## src/rtl/dcd_pkg.sv

```systemverilog
`timescale 1ns/1ps
// Shared types for the DRAM cycle decoder.
// Assumes: cycle codes are fixed, since software and the array model decode them.
package dcd_pkg;
    typedef enum logic [2:0] {
        CYC_NONE   = 3'd0,
        CYC_READ   = 3'd1,
        CYC_WRITE  = 3'd2,
        CYC_EXTREF = 3'd3,
        CYC_CNTREF = 3'd4,
        CYC_HIDDEN = 3'd5,
        CYC_TSTENT = 3'd6
    } cyc_t;
endpackage

```

## src/rtl/dcd_strobe_classifier.sv

```systemverilog
`timescale 1ns/1ps
// Classifies each row-strobe-low period from the order of strobe edges.
// Assumes: strobes arrive already synchronous to clk; an edge is seen by
// comparing the current sample with the one before it. Column strobe low in
// the same sample as the row strobe fall counts as column-before-row.
module dcd_strobe_classifier
    import dcd_pkg::*;
(
    input  logic clk,
    input  logic rst_n,
    input  logic ras_n,
    input  logic cas_n,
    input  logic we_n,
    input  logic out_held,
    output logic ras_fall,
    output logic ras_end,
    output logic acc_rd,
    output logic acc_wr,
    output cyc_t cur_type,
    output logic cyc_done,
    output cyc_t cyc_type
);
    logic ras_q;
    logic cas_q;
    logic can_access;
    logic col_strobe;

    // Previous-sample registers for edge detection.
    always_ff @(posedge clk) begin
        if (!rst_n) begin
            ras_q <= 1'b1;
            cas_q <= 1'b1;
        end else begin
            ras_q <= ras_n;
            cas_q <= cas_n;
        end
    end

    assign ras_fall   = ras_q & ~ras_n;
    assign ras_end    = ~ras_q & ras_n;
    assign can_access = (cur_type == CYC_EXTREF) || (cur_type == CYC_READ) ||
                        (cur_type == CYC_WRITE);
    assign col_strobe = ~ras_q & ~ras_n & cas_q & ~cas_n & can_access;
    assign acc_rd     = col_strobe & we_n;
    assign acc_wr     = col_strobe & ~we_n;

    // Decide the cycle kind from strobe levels at the row strobe fall.
    function automatic cyc_t classify(input logic c_n, input logic w_n, input logic held);
        if (c_n)       return CYC_EXTREF;
        else if (!w_n) return CYC_TSTENT;
        else if (held) return CYC_HIDDEN;
        else           return CYC_CNTREF;
    endfunction

    // Current cycle kind: set at the fall, refined by the first column access.
    always_ff @(posedge clk) begin
        if (!rst_n) begin
            cur_type <= CYC_NONE;
        end else if (ras_fall) begin
            cur_type <= classify(cas_n, we_n, out_held);
        end else if (col_strobe && cur_type == CYC_EXTREF) begin
            cur_type <= we_n ? CYC_READ : CYC_WRITE;
        end
    end

    // End-of-cycle report: one-cycle pulse plus the finished cycle's code.
    always_ff @(posedge clk) begin
        if (!rst_n) begin
            cyc_done <= 1'b0;
            cyc_type <= CYC_NONE;
        end else begin
            cyc_done <= ras_end;
            if (ras_end) begin
                cyc_type <= cur_type;
            end
        end
    end
endmodule

```

## src/rtl/dcd_refresh_counter.sv

```systemverilog
`timescale 1ns/1ps
// Internal refresh row counter for column-before-row cycles.
// Assumes: advance is a single-cycle pulse; ROWS need not be a power of two.
module dcd_refresh_counter #(
    parameter int ROWS = 2048,
    localparam int CW  = $clog2(ROWS)
) (
    input  logic          clk,
    input  logic          rst_n,
    input  logic          advance,
    output logic [CW-1:0] count
);
    // Step the row pointer, wrapping after the last row.
    always_ff @(posedge clk) begin
        if (!rst_n) begin
            count <= '0;
        end else if (advance) begin
            count <= (count == CW'(ROWS - 1)) ? '0 : count + 1'b1;
        end
    end
endmodule

```

## src/rtl/dcd_test_flag.sv

```systemverilog
`timescale 1ns/1ps
// Latched parallel test mode flag.
// Assumes: set and clear never arrive together (they come from distinct cycle kinds).
module dcd_test_flag (
    input  logic clk,
    input  logic rst_n,
    input  logic set_i,
    input  logic clr_i,
    output logic flag
);
    // Hold the mode until an exit cycle ends.
    always_ff @(posedge clk) begin
        if (!rst_n) begin
            flag <= 1'b0;
        end else if (set_i) begin
            flag <= 1'b1;
        end else if (clr_i) begin
            flag <= 1'b0;
        end
    end
endmodule

```

## src/rtl/dcd_access_path.sv

```systemverilog
`timescale 1ns/1ps
// Address latching, array strobes, write masking and read reduction.
// Assumes: the array answers rd_bits combinationally for the latched row and
// column while rd_en is high; GROUP is a power of two and ADDR_W >= CW.
module dcd_access_path #(
    parameter int ADDR_W = 11,
    parameter int GROUP  = 8,
    parameter int CW     = 11,
    localparam int SEL_W = $clog2(GROUP)
) (
    input  logic              clk,
    input  logic              rst_n,
    input  logic              ras_fall,
    input  logic              acc_rd,
    input  logic              acc_wr,
    input  logic              test_mode,
    input  logic              cas_n,
    input  logic              din,
    input  logic [ADDR_W-1:0] addr,
    input  logic [CW-1:0]     count,
    input  logic [GROUP-1:0]  rd_bits,
    output logic [ADDR_W-1:0] row_addr,
    output logic [ADDR_W-1:0] col_addr,
    output logic              rd_en,
    output logic              wr_en,
    output logic [GROUP-1:0]  wr_mask,
    output logic [GROUP-1:0]  wr_data,
    output logic              dout,
    output logic              dout_oe
);
    logic [GROUP-1:0] sel_onehot;
    logic             all_same;
    logic             picked;

    // Decode the low column bits into a one-hot location select.
    for (genvar g = 0; g < GROUP; g++) begin : g_sel
        assign sel_onehot[g] = (addr[SEL_W-1:0] == SEL_W'(g));
    end

    assign all_same = (&rd_bits) | ~(|rd_bits);
    assign picked   = rd_bits[col_addr[SEL_W-1:0]];

    // Row latch: external address, or counter row when the column strobe led.
    always_ff @(posedge clk) begin
        if (!rst_n) begin
            row_addr <= '0;
        end else if (ras_fall) begin
            row_addr <= cas_n ? addr : ADDR_W'(count);
        end
    end

    // Column latch and array strobes for each column access.
    always_ff @(posedge clk) begin
        if (!rst_n) begin
            col_addr <= '0;
            rd_en    <= 1'b0;
            wr_en    <= 1'b0;
            wr_mask  <= '0;
            wr_data  <= '0;
        end else begin
            rd_en <= acc_rd;
            wr_en <= acc_wr;
            if (acc_rd || acc_wr) begin
                col_addr <= test_mode ? {addr[ADDR_W-1:SEL_W], SEL_W'(0)} : addr;
            end
            if (acc_wr) begin
                wr_mask <= test_mode ? {GROUP{1'b1}} : sel_onehot;
                wr_data <= {GROUP{din}};
            end
        end
    end

    // Output bit: picked or reduced read data, released when the column strobe rises.
    always_ff @(posedge clk) begin
        if (!rst_n) begin
            dout    <= 1'b0;
            dout_oe <= 1'b0;
        end else if (cas_n) begin
            dout_oe <= 1'b0;
        end else if (rd_en) begin
            dout_oe <= 1'b1;
            dout    <= test_mode ? all_same : picked;
        end
    end
endmodule

```

## src/rtl/dram_cycle_decoder.sv

```systemverilog
`timescale 1ns/1ps
// Top of the DRAM cycle decoder: classifies strobe cycles, drives array
// accesses and refreshes, and runs the latched parallel test mode.
// Assumes: strobes are pre-sampled on clk by an upstream sampler.
module dram_cycle_decoder
    import dcd_pkg::*;
#(
    parameter int ADDR_W   = 11,
    parameter int GROUP    = 8,
    parameter int REF_ROWS = 2048,
    localparam int CW      = $clog2(REF_ROWS)
) (
    input  logic              clk,
    input  logic              rst_n,
    input  logic              ras_n,
    input  logic              cas_n,
    input  logic              we_n,
    input  logic [ADDR_W-1:0] addr,
    input  logic              din,
    input  logic [GROUP-1:0]  rd_bits,
    output logic [ADDR_W-1:0] row_addr,
    output logic [ADDR_W-1:0] col_addr,
    output logic              rd_en,
    output logic              wr_en,
    output logic [GROUP-1:0]  wr_mask,
    output logic [GROUP-1:0]  wr_data,
    output logic              dout,
    output logic              dout_oe,
    output logic              test_mode,
    output logic              cyc_done,
    output logic [2:0]        cyc_type
);
    logic          ras_fall;
    logic          ras_end;
    logic          acc_rd;
    logic          acc_wr;
    cyc_t          cur_type;
    cyc_t          done_type;
    logic [CW-1:0] ref_count;
    logic          is_cnt_ref;
    logic          tm_set;
    logic          tm_clr;

    dcd_strobe_classifier u_cls (
        .clk      (clk),
        .rst_n    (rst_n),
        .ras_n    (ras_n),
        .cas_n    (cas_n),
        .we_n     (we_n),
        .out_held (dout_oe),
        .ras_fall (ras_fall),
        .ras_end  (ras_end),
        .acc_rd   (acc_rd),
        .acc_wr   (acc_wr),
        .cur_type (cur_type),
        .cyc_done (cyc_done),
        .cyc_type (done_type)
    );

    assign is_cnt_ref = (cur_type == CYC_CNTREF) || (cur_type == CYC_HIDDEN);
    assign tm_set     = ras_end && (cur_type == CYC_TSTENT);
    assign tm_clr     = ras_end && (is_cnt_ref || cur_type == CYC_EXTREF);

    dcd_refresh_counter #(.ROWS(REF_ROWS)) u_cnt (
        .clk     (clk),
        .rst_n   (rst_n),
        .advance (ras_end && is_cnt_ref),
        .count   (ref_count)
    );

    dcd_test_flag u_tm (
        .clk   (clk),
        .rst_n (rst_n),
        .set_i (tm_set),
        .clr_i (tm_clr),
        .flag  (test_mode)
    );

    dcd_access_path #(.ADDR_W(ADDR_W), .GROUP(GROUP), .CW(CW)) u_acc (
        .clk       (clk),
        .rst_n     (rst_n),
        .ras_fall  (ras_fall),
        .acc_rd    (acc_rd),
        .acc_wr    (acc_wr),
        .test_mode (test_mode),
        .cas_n     (cas_n),
        .din       (din),
        .addr      (addr),
        .count     (ref_count),
        .rd_bits   (rd_bits),
        .row_addr  (row_addr),
        .col_addr  (col_addr),
        .rd_en     (rd_en),
        .wr_en     (wr_en),
        .wr_mask   (wr_mask),
        .wr_data   (wr_data),
        .dout      (dout),
        .dout_oe   (dout_oe)
    );

    assign cyc_type = done_type;
endmodule

```

## config.mk

```make
export PLATFORM = sky130hd
export DESIGN_NAME = dram_cycle_decoder
export DESIGN_NICKNAME = d
export VERILOG_FILES = /design/src/rtl/dcd_pkg.sv /design/src/rtl/dcd_strobe_classifier.sv /design/src/rtl/dcd_refresh_counter.sv /design/src/rtl/dcd_test_flag.sv /design/src/rtl/dcd_access_path.sv /design/src/rtl/dram_cycle_decoder.sv
export SDC_FILE = /design/constraint.sdc
export NUM_CORES = 1
export LEC_CHECK = 0
export ABC_AREA = 1
export BUFFER_PORTS_ARGS = -buffer_cell sky130_fd_sc_hd__buf_2
export CAP_MARGIN = 25
export CORE_ASPECT_RATIO = 0.9
export CORE_MARGIN = 1
export CORE_UTILIZATION = 53
export DETAILED_ROUTE_END_ITERATION = 8
export PLACE_DENSITY = 0.88
export SYNTH_ARGS = -nofsm -noshare
export SYNTH_HDL_FRONTEND = slang
export SYNTH_SLANG_ARGS = --single-unit
export TNS_END_PERCENT = 100
```

## constraint.sdc

```tcl
create_clock -name clk -period 2 [get_ports clk]
set_input_delay 0.2 -clock clk [delete_from_list [all_inputs] [get_ports clk]]
set_output_delay 0.2 -clock clk [all_outputs]
set_load 0.02 [all_outputs]
```

* Word-level counts from Yosys, hierarchy flattened
Index checks and enable logic that the tools add are counted.
Word-level totals: output and inout port bits 47, logic and storage cells 77, flip-flop bits (word level) 56
Operators by class: $lt $le $gt $ge 1, reduce and logical (&&, ||, !) cells 16, bitwise gates (word level) 15, eq/ne operators 14, mux-type cells 15, add/sub/neg operators 1
Operators by type and width (count):
- $mux 11 | 2
- $eq 3x3->1 const B | 7
- $mux 3 | 5
- $eq 3x2->1 const B | 4
- $add 11x1->11 const B | 1
- $eq 11x11->1 const B | 1
- $and 1x1->1 | 8
- $mux 8 | 1
- $reduce_and 8->1 | 1
- $reduce_or 8->1 | 1
- $eq 3x1->1 const B | 2
- $not 1->1 | 6
- $logic_or 1x1->1 | 5
- $mux 1 | 5
- $logic_and 1x1->1 | 4
- $lt 3x4->1 const B | 1
- $reduce_bool 2->1 | 2
- $bmux 1 s3 | 1
- $logic_not 3->1 | 1
- $mux 2 | 1
- $reduce_and 2->1 | 1
- $reduce_or 2->1 | 1
- $or 1x1->1 | 1

* Logic depth before layout (Yosys ltp)
word-level depth 8, depth in mapped cells 8, gate-level depth less buffers 8

* By module
Synthesis repeated with hierarchy kept, for this count alone.
Unflattened totals: cell total of the unflattened synthesis 384, area, all modules 2641.3 um2
Modules (own cells, without submodules):
- dcd_access_path | cells an instance 224, area an instance 1582.8 um2, seq. area each 700.7 um2, times used 1
- dcd_refresh_counter | cells an instance 89, area an instance 585.6 um2, seq. area each 220.2 um2, times used 1
- dcd_strobe_classifier | cells an instance 54, area an instance 377.9 um2, seq. area each 180.2 um2, times used 1
- dram_cycle_decoder | cells an instance 11, area an instance 51.3 um2, seq. area each 0.0 um2, times used 1
- dcd_test_flag | cells an instance 6, area an instance 43.8 um2, seq. area each 20.0 um2, times used 1

* Least setup slack after synthesis
OpenSTA, ideal clock, no wires.
path kind register -> register, from register u_cnt.count[0], to register u_cnt.count[7], arrival time 1.115 ns, setup time 0.119 ns, cell stages (with the launch flop) 7, setup slack 0.766 ns, data required time 1.881 ns, period minus slack after synthesis 1.234 ns, path through dfxtp_1 ha_1 inv_1 nor2_1 nand4_1 o21ai_2 nor3_1
Between the ends: longest elaborated chain between the ends 2, elaborated cells on any way between the ends 3, those cells by class add/sub (1); eq/ne (1); mux (1)
RTL lines:
- start, declared | line dcd_refresh_counter.sv:11 | output logic [CW-1:0] count
- start signal, assigned | line dcd_refresh_counter.sv:18 | count <= (count == CW'(ROWS - 1)) ? '0 : count + 1'b1;
- $add 11x1->11 or $eq 11x11->1 (tied branches) | line dcd_refresh_counter.sv:18
- $mux 11 (*) | line dcd_refresh_counter.sv:18
Every way passes the cells marked *; elsewhere a longest branch is shown, timed or not. A chain may end at the register's enable or synchronous reset.

* Worst setup path after layout
from register u_cls.ras_q, to register u_acc.row_addr[6]
Between the ends: longest elaborated chain between the ends 1
RTL lines:
- start, declared | line dcd_strobe_classifier.sv:23 | logic ras_q;
- start signal, assigned | line dcd_strobe_classifier.sv:34 | ras_q <= ras_n;
- $and 1x1->1 | line dcd_strobe_classifier.sv:39 | assign ras_fall = ras_q & ~ras_n;
- end signal, assigned | line dcd_access_path.sv:48 | row_addr <= cas_n ? addr : ADDR_W'(count);
- end, declared | line dcd_access_path.sv:22 | output logic [ADDR_W-1:0] row_addr,
Every way passes these cells.

==> flow_summary.ini <==
[status]
status = finished clean

[pwr]
p_leak_nw = 1.38
pwr-share-seq = 0.534
pwr-share-comb = 0.088
internal-power_mw = 1.64
switching_share = 0.237
pwr-share-clk = 0.377
powerDensity_nw_per_um2 = 728
switching_power_uw = 511
vdd_drop_max_uv = 474

[grt]
antenna_found_initial = 0
grt.busiest_layer = met2
grt_util_met2 = 0.428
grt_pass1_wl_mm = 9.23
grt_usage = 0.244
first_global_vias = 2106
grt_remaining_overflow = 0
grt_max_degree = 29
gr-usage-met3 = 0.0469
grt_use_met1 = 0.295

[logic_synthesis]
synth.avg_cell_area_um2 = 7.08
postSynthCellCount = 352
synth_nets = 378
synth_top_area_cell = dfxtp_1
ys_warn_count = 0
synth.most_common_cell = nand2_1
yosys-top-cells-count = nand2_1, dfxtp_1, nor2_1, o21ai_0, inv_1
synth_edf_count = 0
ys_ff_latch = 56
synthFlopType = dfxtp_1
seq_area_frac_synth = 0.450
synth_top_area_share = 0.450
ys_types = 28
synth_area_um2 = 2490
synth.area.top_cells = dfxtp_1, nand2_1, nor2_1, o21ai_0, inv_1
synthArstFlopShare = 0

[timing]
rsz0062_at_grt = no
setup_violations = 0
min_period_over_period = 0.745
worstMarginPinSlew_ns = 0.428
fmax_mhz = 671
setup_tns_ns = 0
fin_crit_ns = 1.49
maxSlewViolCount = 0
relSlewSlack = 0.714
hold_viol_final = 0
finClkSkew_ns = 0.00865

[clock_network]
ctsHoldBuffers = 0
cts_num_sinks = 56
htree_num_levels = 2
clk_latency_ns = 0.32
postCtsSetupBuffers = 0
clockBufferDepth = 2
ctsResizeCount = 0
cts_buffers = 5
clk_pin_slew_ns = 0.09
cts_root_buffer = clkbuf_8
cts_tree = yes

[setup_path]
crit_path_start_kind = register
crit_type = reg -> reg
crit_required_ns = 2.24
arrival_ns = 1.73
cp_slowest_cell = nor2_2
cp-end-kind = register
cp_max_fo = 16
max_stage_delay_ns = 0.38
cp_cell_sequence = inv_1, nor2_1, inv_2, nor2_2, nand2_1, a31oi_1

[floorplanning]
die-width_um = 74.3
rows = 23
die-area_um2 = 4980
initial_core_util = 0.555
dieHeight_um = 67.1
ios = 72
core_um2 = 4490

[drt]
first_iter_violations = 146
firstDrtPassIters = 5
wl_per_cell_um = 12.0
via_per_inst = 5.14
drc = 0
wl_mm = 5.72
routed-via-count = 2451
antenna_left = 0

[place]
dp_hpwl_mm = 4.18
port_buffers = 71
gp_congestion = 0.839
numPlacedInstances = 469

[job]
maxCapViolCount = 0

[worst_hold_path]
hp-class = in -> reg

[final_layout]
diodes = 0
nNetsFinal = 440
stdcell_count = 477
area_growth_pct = 18.5
drive_above_1_share = 0.229
sequential cells by signal, summed over array words and instances (netlist names):
register and count:
u_acc.dout 1, u_acc.wr_en 1, u_acc.row_addr 11, u_tm.flag 1, u_cls.cyc_type 3, u_cls.cyc_done 1
u_cls.cas_q 1, u_acc.wr_data 1, u_acc.rd_en 1, u_acc.wr_mask 8, u_acc.col_addr 11, u_cls.ras_q 1
u_cnt.count 11, u_cls.cur_type 3, u_acc.dout_oe 1
placed cells by master, fill, tap and decap left out:
master / instances
nand4_1: 2
bufinv_16: 1
inv_1: 31
ha_1: 1
o21ai_0: 35
nor2_8: 1
clkbuf_8: 7
nor3_1: 10
buf_2: 71
nand3_1: 15
nand3b_1: 1
dfxtp_1: 56
a21oi_1: 17
o21ai_2: 1
nor2_2: 2
nand2_1: 79
a221oi_1: 1
nor2_4: 2
nand3_2: 1
xor2_1: 1
or2_0: 1
nand2_2: 4
a31oi_1: 13
inv_2: 3
buf_4: 2
nor2_1: 56
clkinv_1: 1
area by class of cell:
class / instances / area [um2]
clock buffer: 7 / 96.3
clock inverter: 1 / 30.0
fill: 413 / 1530
inverter: 35 / 131
multi-input combinational: 243 / 1130
sequential: 56 / 1120
tap: 62 / 77.6
timing repair buffer: 73 / 370
critical path, delay by kind of cell, from the launching register on:
| kind | cells | cell delay (ns) |
|---|---|---|
| and+or+nand+nor | 3 | 0.67 |
| DFF | 1 | 0.32 |
| buffers and inverters | 2 | 0.25 |
| AOI/OAI and AO/OA | 1 | 0.17 |
metrics by stage:
| step | total power, mW | setup WS [ns] | utilization | instance area, um2 | hold slack (ns) |
|---|---|---|---|---|---|
| 6_report | 2.15 | 0.510 | 0.658 | 2960 | 0.114 |
| 5_1_grt | 2.24 | 0.384 | 0.658 | 2960 | 0.124 |
| 4_1_cts | 2.16 | 0.502 | 0.658 | 2960 | 0.110 |
| 3_5_place_dp | 1.36 | 0.528 | 0.630 | 2830 | 0.437 |
| 3_3_place_gp | 1.36 | 0.568 | 0.630 | 2830 | 0.426 |
| 2_1_floorplan | 1.29 | 0.766 | - | 2490 | 0.297 |
metal layers:
| layer | vias up | routed length, um |
|---|---|---|
| met5 | - | 0 |
| met3 | 9 | 270 |
| met1 | 1118 | 2640 |
| met4 | 0 | 61 |
| met2 | 76 | 2740 |
| li1 | 1248 | - |
kinds of logic after synthesis:
logic type,Yosys count,share of synthesized area
compound gates,67,0.144
xor+xnor,1,0.00351
fa+ha+maj,1,0.00502
buf+inv,53,0.0978
flops,56,0.450
simple gates,174,0.300
power by group through the flow:
stage                     clock, mW  sequential (mW)  combinational, mW
after floorplan                   0             1.19              0.101
after global placement            0             1.18              0.183
after detailed placement          0             1.18              0.187
after CTS                     0.820             1.15              0.189
after global routing          0.874             1.15              0.212
final                         0.812             1.15              0.190
worst paths after layout:
kind,start,endpoint,slack (ns),depth (start not counted)
max,u_cls.ras_q,u_acc.row_addr[6],0.51,6
min,ras_n,u_cls.ras_q,0.11,3
max reg2reg,u_cls.ras_q,u_acc.row_addr[6],0.51,6
min reg2reg,u_cls.cyc_type[2],u_cls.cyc_type[2],0.48,2
No activity file was read; power rests on OpenSTA's default activity.
